--- src/rtl/sensor_alarm_pkg.sv ---
`timescale 1ns/1ps
package sensor_alarm_pkg;
  localparam int CODE_W     = 12;
  localparam int THR_W      = 16;
  localparam int NUM_CH     = 7;
  localparam int BANK_DEPTH = 16;
  localparam int ADDR_W     = $clog2(BANK_DEPTH);
  localparam int CHAN_W     = $clog2(NUM_CH + 1);
  localparam int TEMP_CH    = 0;
  localparam int HALF_BANK  = BANK_DEPTH / 2;
  localparam logic [THR_W-1:0] HIGH_RST = {{CODE_W{1'b1}}, {(THR_W-CODE_W){1'b0}}};
  localparam logic [THR_W-1:0] LOW_RST  = '0;

  typedef struct packed {
    logic [NUM_CH-1:0]     evalSel;
    logic [BANK_DEPTH-1:0] bankWe;
    logic                  cfgWe;
  } alarmStrobes_t;

  // slot holding the high limit of a channel
  function automatic logic [ADDR_W-1:0] highSlot(input logic [CHAN_W-1:0] ch);
    logic [ADDR_W-1:0] s;
    case (ch)
      3'd0, 3'd1, 3'd2: s = ADDR_W'(ch);
      3'd3, 3'd4, 3'd5, 3'd6: s = ADDR_W'(ch) + ADDR_W'(5);
      default: s = '0;
    endcase
    return s;
  endfunction

  // slot holding the low limit of a channel
  function automatic logic [ADDR_W-1:0] lowSlot(input logic [CHAN_W-1:0] ch);
    logic [ADDR_W-1:0] s;
    case (ch)
      3'd0, 3'd1, 3'd2: s = ADDR_W'(ch) + ADDR_W'(4);
      3'd3, 3'd4, 3'd5, 3'd6: s = ADDR_W'(ch) + ADDR_W'(9);
      default: s = '0;
    endcase
    return s;
  endfunction
endpackage

--- src/rtl/sensor_alarm_ctrl.sv ---
`timescale 1ns/1ps
module sensor_alarm_ctrl
  import sensor_alarm_pkg::*;
(
  input  logic              thrWrEn,
  input  logic [ADDR_W-1:0] thrWrAddr,
  input  logic              cfgWrEn,
  input  logic              measValid,
  input  logic [CHAN_W-1:0] measChan,
  output alarmStrobes_t     strb
);
  genvar gc, gs;
  generate
    for (gc = 0; gc < NUM_CH; gc++) begin : g_eval
      assign strb.evalSel[gc] = measValid && (measChan == CHAN_W'(gc));
    end
    for (gs = 0; gs < BANK_DEPTH; gs++) begin : g_we
      assign strb.bankWe[gs] = thrWrEn && (thrWrAddr == ADDR_W'(gs));
    end
  endgenerate
  assign strb.cfgWe = cfgWrEn;
endmodule

--- src/rtl/sensor_alarm_dp.sv ---
`timescale 1ns/1ps
module sensor_alarm_dp
  import sensor_alarm_pkg::*;
(
  input  logic              clk,
  input  logic              rstN,
  input  alarmStrobes_t     strb,
  input  logic [THR_W-1:0]  thrWrData,
  input  logic [NUM_CH-1:0] cfgWrData,
  input  logic [CHAN_W-1:0] measChan,
  input  logic [CODE_W-1:0] measCode,
  output logic [NUM_CH-1:0] alarm
);
  logic [THR_W-1:0]  bank [BANK_DEPTH];
  logic [NUM_CH-1:0] alarmState;
  logic [NUM_CH-1:0] disMask;
  logic [CODE_W-1:0] highLim;
  logic [CODE_W-1:0] lowLim;
  logic              aboveHigh;
  logic              belowLow;

  genvar gs, gc;
  generate
    for (gs = 0; gs < BANK_DEPTH; gs++) begin : g_bank
      localparam logic [THR_W-1:0] RST_VAL =
        ((gs % HALF_BANK) >= (HALF_BANK / 2)) ? LOW_RST : HIGH_RST;
      always_ff @(posedge clk or negedge rstN) begin
        if (!rstN)               bank[gs] <= RST_VAL;
        else if (strb.bankWe[gs]) bank[gs] <= thrWrData;
      end
    end
  endgenerate

  // shared limit selection and one comparator pair
  always_comb begin
    highLim   = bank[highSlot(measChan)][THR_W-1 -: CODE_W];
    lowLim    = bank[lowSlot(measChan)][THR_W-1 -: CODE_W];
    aboveHigh = measCode > highLim;
    belowLow  = measCode < lowLim;
  end

  generate
    for (gc = 0; gc < NUM_CH; gc++) begin : g_state
      if (gc == TEMP_CH) begin : g_hyst
        always_ff @(posedge clk or negedge rstN) begin
          if (!rstN) alarmState[gc] <= 1'b0;
          else if (strb.evalSel[gc]) begin
            if (aboveHigh)     alarmState[gc] <= 1'b1;
            else if (belowLow) alarmState[gc] <= 1'b0;
          end
        end
      end else begin : g_window
        always_ff @(posedge clk or negedge rstN) begin
          if (!rstN)                  alarmState[gc] <= 1'b0;
          else if (strb.evalSel[gc])  alarmState[gc] <= aboveHigh || belowLow;
        end
      end
    end
  endgenerate

  always_ff @(posedge clk or negedge rstN) begin
    if (!rstN)          disMask <= '0;
    else if (strb.cfgWe) disMask <= cfgWrData;
  end

  assign alarm = alarmState & ~disMask;
endmodule

--- src/rtl/sensor_alarm.sv ---
`timescale 1ns/1ps
module sensor_alarm
  import sensor_alarm_pkg::*;
(
  input  logic        clk,
  input  logic        rstN,
  input  logic        thrWrEn,
  input  logic [3:0]  thrWrAddr,
  input  logic [15:0] thrWrData,
  input  logic        cfgWrEn,
  input  logic [6:0]  cfgWrData,
  input  logic        measValid,
  input  logic [2:0]  measChan,
  input  logic [11:0] measCode,
  output logic [6:0]  alarm
);
  alarmStrobes_t strb;

  sensor_alarm_ctrl u_ctrl (
    .thrWrEn   (thrWrEn),
    .thrWrAddr (thrWrAddr),
    .cfgWrEn   (cfgWrEn),
    .measValid (measValid),
    .measChan  (measChan),
    .strb      (strb)
  );

  sensor_alarm_dp u_dp (
    .clk       (clk),
    .rstN      (rstN),
    .strb      (strb),
    .thrWrData (thrWrData),
    .cfgWrData (cfgWrData),
    .measChan  (measChan),
    .measCode  (measCode),
    .alarm     (alarm)
  );
endmodule

--- config.mk ---
export PLATFORM = sky130hd
export DESIGN_NAME = sensor_alarm
export DESIGN_NICKNAME = d
export VERILOG_FILES = /design/src/rtl/sensor_alarm_pkg.sv /design/src/rtl/sensor_alarm_ctrl.sv /design/src/rtl/sensor_alarm_dp.sv /design/src/rtl/sensor_alarm.sv
export SDC_FILE = /design/constraint.sdc
export NUM_CORES = 1
export LEC_CHECK = 0
export CAP_MARGIN = 10
export CORE_UTILIZATION = 41
export DETAILED_ROUTE_END_ITERATION = 8
export SETUP_SLACK_MARGIN = 0.3
export SLEW_MARGIN = 20
export SYNTH_ARGS = -nofsm -noshare
export SYNTH_HDL_FRONTEND = slang
export SYNTH_HIERARCHICAL = 1
export SYNTH_SLANG_ARGS = --single-unit
--- constraint.sdc ---
create_clock -name clk -period 3.15 [get_ports clk]
set_clock_uncertainty 0.2 [all_clocks]
set_input_delay 0.7875 -clock clk [delete_from_list [all_inputs] [get_ports clk]]
set_output_delay 0.7875 -clock clk [all_outputs]
set_load 0.03 [all_outputs]
* Word-level counts from Yosys, hierarchy flattened
Cells that the tools add are included.
** Operators by class
- $add $sub $neg :: 3
- $lt $le $gt $ge :: 4
- Equality and inequality tests :: 21
- Muxes and demuxes :: 10
- Bitwise logic cells :: 4
- Reduce and logical (&&, ||, !) cells :: 30
** Operators by type and width (number)
- 16-bit binary-select mux with 4-bit select :: 2
- 16-bit two-way mux :: 4
- 4-bit == test (second input constant) :: 8
- 1-bit logical AND :: 23
- 4-bit by 3-bit == test with 1-bit output (second input constant) :: 4
- 4-bit one-hot mux with 2 select lines :: 2
- 12-bit > comparator :: 1
- 12-bit < comparator :: 1
- 5-bit >= comparator (second input constant) :: 2
- 4-bit inverter with 5-bit output :: 2
- 3-bit == test (second input constant) :: 3
- 3-bit by 3-bit adder with 4-bit output (second input constant) :: 2
- 4-bit by 2-bit == test with 1-bit output (second input constant) :: 2
- 7-bit AND :: 1
- 7-bit inverter :: 1
- 3-bit by 2-bit == test with 1-bit output (second input constant) :: 2
- 3-bit by 4-bit adder with 4-bit output (second input constant) :: 1
- 4-bit by 1-bit == test with 1-bit output (second input constant) :: 1
- 4-bit zero test :: 1
- 4-bit OR reduction :: 1
- 3-bit by 1-bit == test with 1-bit output (second input constant) :: 1
- 3-bit zero test :: 1
- 3-bit OR reduction :: 1
- 1-bit two-way mux :: 2
- 3 further kinds :: 3
** Storage, ports and cells
- Register bits :: 270
- Output and inout bits :: 7
- Word-level logic and storage cells :: 96

* Depth between registers and ports, before layout
Gate-level depths: netlist of the first run.
- Word-level depth :: 10
- Depth in mapped cells :: 20
- Gate-level depth less buffers :: 17

* Modules after synthesis
Netlist of the first run, hierarchy kept.
** Modules (own cells, without submodules)
- sensor_alarm_dp :: instances 1, cells an instance 943, area an instance 10661.5 µm², seq. area each 5275.1 µm²
- sensor_alarm_ctrl :: instances 1, cells an instance 36, area an instance 180.2 µm², seq. area each 0.0 µm²

* Worst setup path before layout of the first run
Ideal clock, no wire load.
- Kind :: in2reg
- From :: input measChan[0]
- To :: register u_dp.alarmState[4]
- Setup time :: 134 ps
- Arrival :: 4622 ps
- Required time :: 2816 ps
- Slack :: -1806 ps
- Stages :: 19
- Buffers on the path :: 3
- Path through :: inv_1 > ha_1 > or3_1 > clkbuf_1 > a22o_1 > buf_4 > buf_2 > nand2_1 > and3_1 > a31oi_1 > mux2_2 > mux2i_1 > ha_1 > nor2b_1 > o211ai_1 > a21boi_0 > o41ai_1 > o211a_1 > a21oi_1
** On the way
- Longest elaborated chain between the ends :: 9
- Elaborated cells on any way between the ends :: 26
- Classes of those cells :: add/sub (3); order compare (2); eq/ne (6); mux (8); bitwise (2); reduce/logical (5)
** RTL lines
- from (decl) :: RTL line sensor_alarm.sv:13 : input logic [2:0] measChan,
- parallel branches: the longest is 9 deep, another holds 12-bit < comparator
- to (signal, indexed assignment) :: RTL line sensor_alarm_dp.sv:55 : else if (strb.evalSel[gc]) alarmState[gc] <= aboveHigh || belowLow;
- to (decl) :: RTL line sensor_alarm_dp.sv:15 : logic [NUM_CH-1:0] alarmState;
Several ways; the timed one is not identified. The select of a mux whose other input is x is not followed.
A chain may end at the register's enable or synchronous reset.

* Worst setup path after layout of the first run
- From :: input measChan[1]
- To :: register u_dp.alarmState[3]
** On the way
- Longest elaborated chain between the ends :: 9
- Elaborated cells on any way between the ends :: 26
- Classes of those cells :: add/sub (3); order compare (2); eq/ne (6); mux (8); bitwise (2); reduce/logical (5)
** RTL lines
- parallel branches: the longest is 9 deep, another holds 12-bit < comparator
Several ways; the timed one is not identified. The select of a mux whose other input is x is not followed.

==> results of run 1 <==
-- per-stage QoR --
stage	setup slack, ns	setup TNS, ns	instances	power, mW
final	-1.08	-7.46	1493	9.15
after global routing	-1.19	-8.22	1493	9.61
after CTS	-0.936	-6.48	1487	9.13
after detailed placement	-2.20	-15.34	1424	6.12
after global placement	-2.15	-14.89	1424	6.06
after floorplan	-1.40	-9.67	979	5.19
-- per-layer routing --
layer	part of all wire	vias to the layer above	global-route usage	wire length, µm
li1	-	3811	-	-
met1	0.46	4207	0.342	14600
met2	0.46	213	0.375	14500
met3	0.049	52	0.0306	1560
met4	0.029	0	0.0692	928
met5	0	-	0	0
-- path summary, 6_finish.rpt --
path | from | end | slack, ns
max in group asynchronous | rstN | u_dp/bank[90] | 1.94
min in group clk | u_dp/bank[188] | u_dp/bank[188] | 0.30
worst min register to register | u_dp/bank[188] | u_dp/bank[188] | 0.30
worst min-delay path | rstN | u_dp/disMask[1] | 0.03
worst max register to register | u_dp/bank[207] | u_dp/alarmState[3] | -0.09
worst max-delay path | measChan[1] | u_dp/alarmState[3] | -1.08
-- kinds of logic after synthesis --
kind of cell / synth area share
fa+ha+maj: 0.0312
simple gates: 0.129
xor+xnor: 0.000808
compound gates: 0.0771
mux: 0.248
buf+inv: 0.0282
flops: 0.487
-- flip-flops by register name (all words and copies together) (netlist names) --
name	cells
u_dp/alarmState	7
u_dp/bank	192
u_dp/disMask	7
-- repair_timing --
action,CTS,global route
hold buffers,0,0
gates resized for setup,90,12
buffers inserted,16,5
gates cloned,3,1
pin swaps,20,7
endpoints found under the setup margin,7,7
-- layout make-up --
class	instances	area (µm²)
clock buffers	35	672
well taps	335	419
flip-flops and latches	206	5280
multi-input cells	700	5640
inverters	5	23.8
repair buffers	203	2020
clock inverters	9	103
fillers	2220	11800
-- worst max-delay path, cell delays in order --
cell,delay [ns]
buf_6,0.10
buf_6,0.12
ha_4,0.16
or3_4,0.36
a22o_4,0.31
buf_6,0.15
nand2_2,0.04
and3_4,0.18
a31oi_4,0.04
buf_6,0.13
mux2_4,0.27
mux2i_4,0.19
ha_4,0.23
nor2b_1,0.12
o211ai_1,0.21
a21boi_2,0.11
o41ai_4,0.46
buf_4,0.18
o211a_4,0.18
a21oi_1,0.08
-- placed cells by master, fill, tap and decap left out, types with 5 or more instances in the layout --
cell,instances
mux2_2,208
a31o_1,10
nor2b_1,9
o21ai_0,6
a31oi_1,17
nand2_1,178
dfrtp_1,110
nand2b_1,8
clkbuf_16,25
buf_4,121
a21oi_1,14
nand3_1,11
nor2_1,30
clkdlybuf4s50_1,45
a211oi_2,5
a31oi_2,13
buf_6,11
o21ai_1,7
nand2_2,5
and3_1,43
dfstp_2,96
ha_1,21
mux2i_1,29
a211oi_1,20
clkbuf_1,8
buf_12,18
-- cell usage after synthesis, types with 2 or more instances --
library cell  count
buf_1            16
nor2b_1          10
dfstp_2          96
and2_1            3
a2111o_1          2
nand2b_1          8
dfrtp_1         110
a21o_1            3
o31ai_1           2
ha_1             27
a21oi_1          17
o21ai_0          12
a21boi_0          2
o211ai_1          2
nand2_1         183
a31oi_1          33
inv_1             5
nand3b_1          2
buf_4             5
a31o_1           10
and3_1           44
nor2_1           30
nand3_1          13
o21ai_1           2
mux2_2          210
mux2i_1          32
clkbuf_1         37
a211oi_1         25
nand4_1           3
buf_2            10
nor3_1            6
or3_1             2
-- power by group --
group | internal (mW) | switching, mW
logic | 1.40 | 1.20
clock network | 1.64 | 1.11
registers | 3.47 | 0.332
==> flow_summary.toml, run 1 <==
[setup_path]
cp_max_fo = 6
endpoint_kind = "flop"
start_kind = "input pin"
r2r_cells = 13
crit_arrival_ns = 4.44
criticalPathCategory = "input pin to flop"
crit_required_ns = 3.35

[yosys]
yosys.area.top_type = "dfrtp_1"
syn_area_um2 = 10800
synth_edf_count = 0
synthTopCellsByArea = "dfrtp_1 (25%), dfstp_2 (23%), mux2_2 (22%), nand2_1 (6.3%), ha_1 (3.1%)"
yosys_warnings = 6
synth_top_area_frac = 0.254
syn_inst = 979
synth_fp_nets = 1053
yosys_register_bits = 206
yosysUniqueCellTypes = 49
postSynthAreaPerCell_um2 = 11.1
synthArstFlopShare = 1.00
seq_area_frac_synth = 0.487
synth_ff_type = "dfrtp_1"

[status]
status = "finished with violations"
violations = "negative setup slack"

[drt]
drtIter0Drc = 493
wl_per_cell_um = 21.2
drt_wl_total_um = 31600
detail_route.first_pass.iterations = 5
vias = 8283
viasPerCell = 5.55
final_antenna_net_count = 0
drc = 0

[timing]
slew_headroom = 0.468
fin_ws_ns = -1.08
timing.hold.ws_ns = 0.0263
fmax_mhz = 236
worst_slew_pin_slew_ns = 0.796
setup_viol = 7
finalHoldViolCount = 0
drv_slew = 0
fin_crit_ns = 4.23
min_period_over_period = 1.34
rsz0062_at_grt = "true"

[placed_design]
dp_hpwl_um = 20400
gp_congestion = 0.830
detailed_place.area_um2 = 12700
port-buffer-count = 49

[global_route]
overflow = 0
grt_pass1_vias = 8294
grt_pass1_wl_um = 48600
grt_max_degree = 58
grtUsageTotal = 0.238
antenna_found_initial = 0

[layout]
nets = 1214
drive_gt1_frac = 0.482
stdcell_area_um2 = 14200
final_util = 0.545
diodes = 0
syn_to_final_growth_pct = 30.5

[power]
max-vdd-ir-drop_mv = 0.414
power.density_nw_per_um2 = 646
p_leak_nw = 6.05

[floorplan]
core_region_area_um2 = 26000
die_y_um = 165
initial_core_util = 0.417
die_w_um = 165
dieArea_um2 = 27100
ios = 54
rows = 59

[job]
maxCapViolCount = 0

[hold_path]
hold_class = "input pin to async pin"

[clock_tree]
root_buffer = "clkbuf_16"
clk_latency_ns = 0.53
cts_max_path_buffers = 3
cts.clk_slew.worst_paths_ns = 0.06
htreeDepth = 1
cts_sinks = 206
cts_buffers = 24
cts_tree = "yes"
Power figures use the tool's default switching activity.
==> run 2, diff against run 1 <==
CORE_UTILIZATION = 50   (was 41)
PLACE_DENSITY = 0.71   (was unset)
REMOVE_ABC_BUFFERS = 1   (was unset)
==> run 2 against run 1 <==
- sequential cell count stayed put
- clock power decreased by 7.6%
- non-clock buffer count rose by 14
- the run still ends with negative setup slack left
==> flow_summary.toml, run 2 (synthesized netlist as in run 1, its figures left out) <==
[status]
status = "finished with violations"
violations = "negative setup slack"

[clock_tree]
clk_latency_ns = 0.51
cts_sinks = 206
htreeDepth = 1
cts_buffers = 23
cts_tree = "yes"
cts.clk_slew.worst_paths_ns = 0.06
root_buffer = "clkbuf_16"
cts_max_path_buffers = 3

[floorplan]
core_region_area_um2 = 21200
dieArea_um2 = 22300
die_w_um = 149
ios = 54
rows = 53
die_y_um = 149
initial_core_util = 0.513

[hold_path]
hold_class = "input pin to async pin"

[layout]
drive_gt1_frac = 0.502
syn_to_final_growth_pct = 32.6
nets = 1227
reg_top3 = "u_dp/bank: 192 flops, u_dp/alarmState: 7 flops, u_dp/disMask: 7 flops"
fillers = 1508
regMostFlops = "u_dp/bank"
final_common_cell = "mux2_2"
layout_common_cells = "mux2_2 (206), nand2_1 (174), buf_4 (116)"
diodes = 0
largest_reg_flops = 192

[setup_path]
crit_arrival_ns = 4.50
endpoint_kind = "flop"
critPathSlowestCell = "o41ai_2"
crit_required_ns = 3.33
cp_max_fo = 8
criticalPathCategory = "input pin to flop"
critPathMaxStageDelay_ns = 0.40
worst_path_most_repeated_cell = "buf_12"
start_kind = "input pin"
crit_chain = "buf_6 -> buf_6 -> ha_4 -> or3_4 -> a22oi_4 -> buf_12 -> buf_12 -> nand2_1 -> and3_1 -> a31oi_2 -> mux2_2 -> mux2i_1 -> ha_1 -> nand4_1 -> nor2_1 -> a21boi_2 -> o41ai_2 -> buf_4 -> buf_12 -> a31oi_1 -> a21boi_1"

[drt]
drc = 0
drt_wl_total_um = 31500
drtIter0Drc = 510
final_antenna_net_count = 0
wl_per_cell_um = 21.8
detail_route.first_pass.iterations = 4
vias = 8553
viasPerCell = 5.92

[placed_design]
dp_slack_ns = -2.21
dp_hpwl_um = 19700
gp_congestion = 0.909
port-buffer-count = 49

[global_route]
grt_pass1_wl_um = 47300
overflow = 0
grt_max_degree = 54
antenna_found_initial = 0
grt_pass1_vias = 8492
grtUsageTotal = 0.279

[timing]
fin_ws_ns = -1.17
fin_crit_ns = 4.32
fmax_mhz = 232
slew_headroom = 0.577
drv_slew = 0
rsz0062_at_grt = "true"
fin_tns_setup_ns = -7.96
setup_viol = 7
min_period_over_period = 1.37
worst_slew_pin_slew_ns = 0.632
finalHoldViolCount = 0

[power]
p_leak_nw = 6.21
total_power_mw = 9.06
max-vdd-ir-drop_mv = 0.387
power.density_nw_per_um2 = 631

[job]
maxCapViolCount = 0
==> run 2: layer usage <==
layer,part of all wire,global-route usage
met3,0.060,0.0431
met5,0,0
met2,0.47,0.445
met1,0.44,0.389
met4,0.031,0.0934
==> run 2: repair_timing <==
action,CTS,global route
gates resized for setup,71,68
cloned,2,5
pin swaps,19,17
hold buffers,0,0
setup endpoints to repair,7,7
setup buffers,15,12
==> run 2: final cells by class <==
cell class / count / area, µm² / area share
Inverter: 5 / 18.8 / 0.00131
Tap cell: 275 / 344 / 0.0239
Multi-Input combinational cell: 700 / 5720 / 0.398
Clock inverter: 6 / 30.0 / 0.00209
Timing Repair Buffer: 217 / 2300 / 0.160
Clock buffer: 35 / 681 / 0.0474
Sequential cell: 206 / 5280 / 0.367
==> run 2: path summary, 6_finish.rpt <==
| path | slack, ns | cells past startpoint | end | from |
|---|---|---|---|---|
| max in group asynchronous | 1.87 | 2 | u_dp/bank[120] | rstN |
| worst min-delay path | 0.05 | 1 | u_dp/bank[180] | rstN |
| worst max register to register | -0.08 | 14 | u_dp/alarmState[5] | u_dp/bank[85] |
| worst max-delay path | -1.17 | 21 | u_dp/alarmState[5] | measChan[1] |
| min in group clk | 0.31 | 1 | u_dp/bank[36] | u_dp/bank[36] |
| worst min register to register | 0.31 | 1 | u_dp/bank[36] | u_dp/bank[36] |
==> run 2: power by group <==
| group | switching, mW | total (mW) | internal (mW) |
|---|---|---|---|
| clock network | 1.05 | 2.54 | 1.48 |
| logic | 1.23 | 2.71 | 1.47 |
| registers | 0.349 | 3.82 | 3.47 |
| total | 2.64 | 9.06 | 6.43 |
==> run 2: critical path, delay by kind of cell <==
family | cells | cell delay [ns]
buffers and inverters | 6 | 0.87
multiplexers | 2 | 0.28
AND/OR/NAND/NOR | 5 | 0.81
adder cells (fa/ha/maj) | 2 | 0.47
AO/OA/AOI/OAI | 6 | 1.25
==> run 2: stage by stage <==
stage          std cells  hold slack, ns  area [µm²]  utilization
3_5_place_dp        1369           0.295       12700        0.601
6_report            1444          0.0479       14400        0.679
3_3_place_gp        1369           0.289       12700        0.601
4_1_cts             1427          0.0557       13800        0.654
2_1_floorplan        911           0.280       10600            -
5_1_grt             1444          0.0665       14400        0.679
==> run 3, diff against run 2 <==
CTS_CLUSTER_SIZE = 8   (was unset)
PLACE_DENSITY = 0.68   (was 0.71)
clock period = 4.1 ns   (was 3.15 ns; I/O delays follow)
==> run 3 against run 2 <==
- the run still ends with negative setup slack left
- register-to-register slack improved by 1.1 ns
- clock power down 15%
- worst setup slack improved by 0.95 ns
- via count shrank 2.7%
- largest power group unchanged
==> flow_summary.toml, run 3 (synthesized netlist as in run 1, its figures left out) <==
[clock_tree]
cts.clk_slew.worst_paths_ns = 0.05
cts_max_path_buffers = 3
clk_latency_ns = 0.53
cts_sinks = 206
htreeDepth = 1
cts_buffers = 29
hold_buffers = 0
cts_tree = "yes"
root_buffer = "clkbuf_16"

[status]
status = "finished with violations"
violations = "negative setup slack"

[global_route]
grtUsageTotal = 0.278
overflow = 0
antenna_found_initial = 0
grt_pass1_vias = 8711
grt_pass1_wl_um = 47500
grt_max_degree = 79

[layout]
final_common_cell = "mux2_2"
syn_to_final_growth_pct = 29.6
largest_reg_flops = 192
reg_top3 = "u_dp/bank: 192 flops, u_dp/alarmState: 7 flops, u_dp/disMask: 7 flops"
final_util = 0.664
nets = 1214
diodes = 0
regMostFlops = "u_dp/bank"
layout_common_cells = "mux2_2 (207), nand2_1 (174), buf_4 (121)"
drive_gt1_frac = 0.476
fillers = 1562

[drt]
vias = 8319
detail_route.first_pass.iterations = 5
final_antenna_net_count = 0
drt_wl_total_um = 29700
drtIter0Drc = 502
wl_per_cell_um = 20.7
drc = 0
viasPerCell = 5.80

[timing]
fin_crit_ns = 4.32
rsz0062_at_grt = "true"
fin_ws_ns = -0.217
fmax_mhz = 232
timing.hold.ws_ns = 0.302
min_period_over_period = 1.05
slew_headroom = 0.511
setup_viol = 7
finalHoldViolCount = 0
worst_slew_pin_slew_ns = 0.731
drv_slew = 0

[power]
total_power_mw = 7.07
p_leak_nw = 6.07
p_sw_mw = 2.00
power_frac_comb = 0.280
clock_power_share = 0.305
intPower_mw = 5.06
pwr-share-seq = 0.415
power.density_nw_per_um2 = 503
swShare = 0.283
max-vdd-ir-drop_mv = 0.368

[setup_path]
endpoint_kind = "flop"
worst_path_most_repeated_cell = "buf_12"
crit_buf_inv = 7
critPathMaxStageDelay_ns = 0.36
crit_required_ns = 4.30
crit_arrival_ns = 4.51
crit_family = "buffers and inverters"
criticalPathCategory = "input pin to flop"
start_kind = "input pin"
cp_max_fo = 8
critPathSlowestCell = "or3_4"
crit_chain = "buf_6 -> buf_6 -> ha_4 -> or3_4 -> a22o_4 -> buf_12 -> buf_12 -> nand2_2 -> and3_4 -> a31oi_4 -> mux2_4 -> mux2i_1 -> ha_1 -> nand4_1 -> buf_4 -> a21oi_2 -> o41ai_2 -> buf_4 -> buf_12 -> nand3_2 -> o21ai_1 -> a21oi_1"

[floorplan]
core_region_area_um2 = 21200
die_w_um = 149
ios = 54
die_y_um = 149
initial_core_util = 0.513
rows = 53
dieArea_um2 = 22300

[job]
maxCapViolCount = 0

[hold_path]
hold_class = "flop to flop"

[placed_design]
gp_congestion = 0.863
port-buffer-count = 49
dp_hpwl_um = 19200
run 3: changes by cell type in the layout (fill, tap and decap cells not counted), sizes merged:
cell           delta
buf              -16
bufbuf            +1
clkbuf           +10
clkdlybuf4s15     +1
clkinv            -6
run 3: routing by layer:
metal,vias to the layer above,share of wire,GRT usage
met5,-,0,0
met1,4222,0.46,0.392
met3,69,0.048,0.0434
li1,3802,-,-
met2,226,0.46,0.437
met4,0,0.031,0.0888
run 3: path summary, 6_finish.rpt:
path / start / slack, ns / end / cells after the start
min in group asynchronous: rstN / 0.33 / u_dp/bank[23] / 1
setup / recovery: measChan[1] / -0.22 / u_dp/alarmState[1] / 22
max in group asynchronous: rstN / 2.52 / u_dp/bank[91] / 2
hold / removal: u_dp/bank[30] / 0.30 / u_dp/bank[30] / 1
setup reg to reg: u_dp/bank[197] / 1.03 / u_dp/alarmState[1] / 15
hold reg to reg: u_dp/bank[30] / 0.30 / u_dp/bank[30] / 1
run 3: timing repair:
item | 4_1_cts | 5_1_grt
endpoints found under the setup margin | 7 | 7
pin swaps | 24 | 13
resized for setup | 87 | 22
setup buffers | 11 | 5
cloned | 3 | 0
run 3: power groups by stage:
stage | clock [mW] | sequential [mW] | combinational [mW]
5_1_grt | 2.30 | 2.99 | 2.14
3_5_place_dp | 0 | 2.94 | 1.75
3_3_place_gp | 0 | 2.93 | 1.71
6_report | 2.16 | 2.93 | 1.98
4_1_cts | 2.19 | 2.93 | 1.91
2_1_floorplan | 0 | 2.85 | 1.09
run 3: worst reg2reg max path, stage by stage (launching register included):
cell,delay (ns)
dfstp_2,0.53
nand2_1,0.04
and3_1,0.18
a31oi_1,0.20
mux2_2,0.19
mux2i_1,0.07
ha_1,0.30
nor2b_1,0.13
o211ai_1,0.25
a21boi_4,0.10
o41ai_2,0.25
buf_4,0.19
buf_12,0.11
nand3_2,0.07
o21ai_1,0.09
a21oi_1,0.05
run 3: per-stage QoR:
| stage | std cells | instance area, µm² | setup TNS, ns | setup slack [ns] |
|---|---|---|---|---|
| floorplan | 911 | 10600 | -13.84 | -2.00 |
| detailed placement | 1365 | 12600 | -10.17 | -1.51 |
| CTS | 1429 | 13900 | -1.51 | -0.235 |
| global placement | 1365 | 12600 | -9.67 | -1.44 |
| global route | 1434 | 14100 | -2.37 | -0.358 |
| finish | 1434 | 14100 | -1.48 | -0.217 |
run 3: cell type report:
type	instances	area [µm²]	area share
clock buffer	50	815	0.0580
inverter	5	21.3	0.00151
multi-input combinational	700	5650	0.402
sequential	206	5280	0.375
tap	275	344	0.0245
timing repair buffer	198	1950	0.139
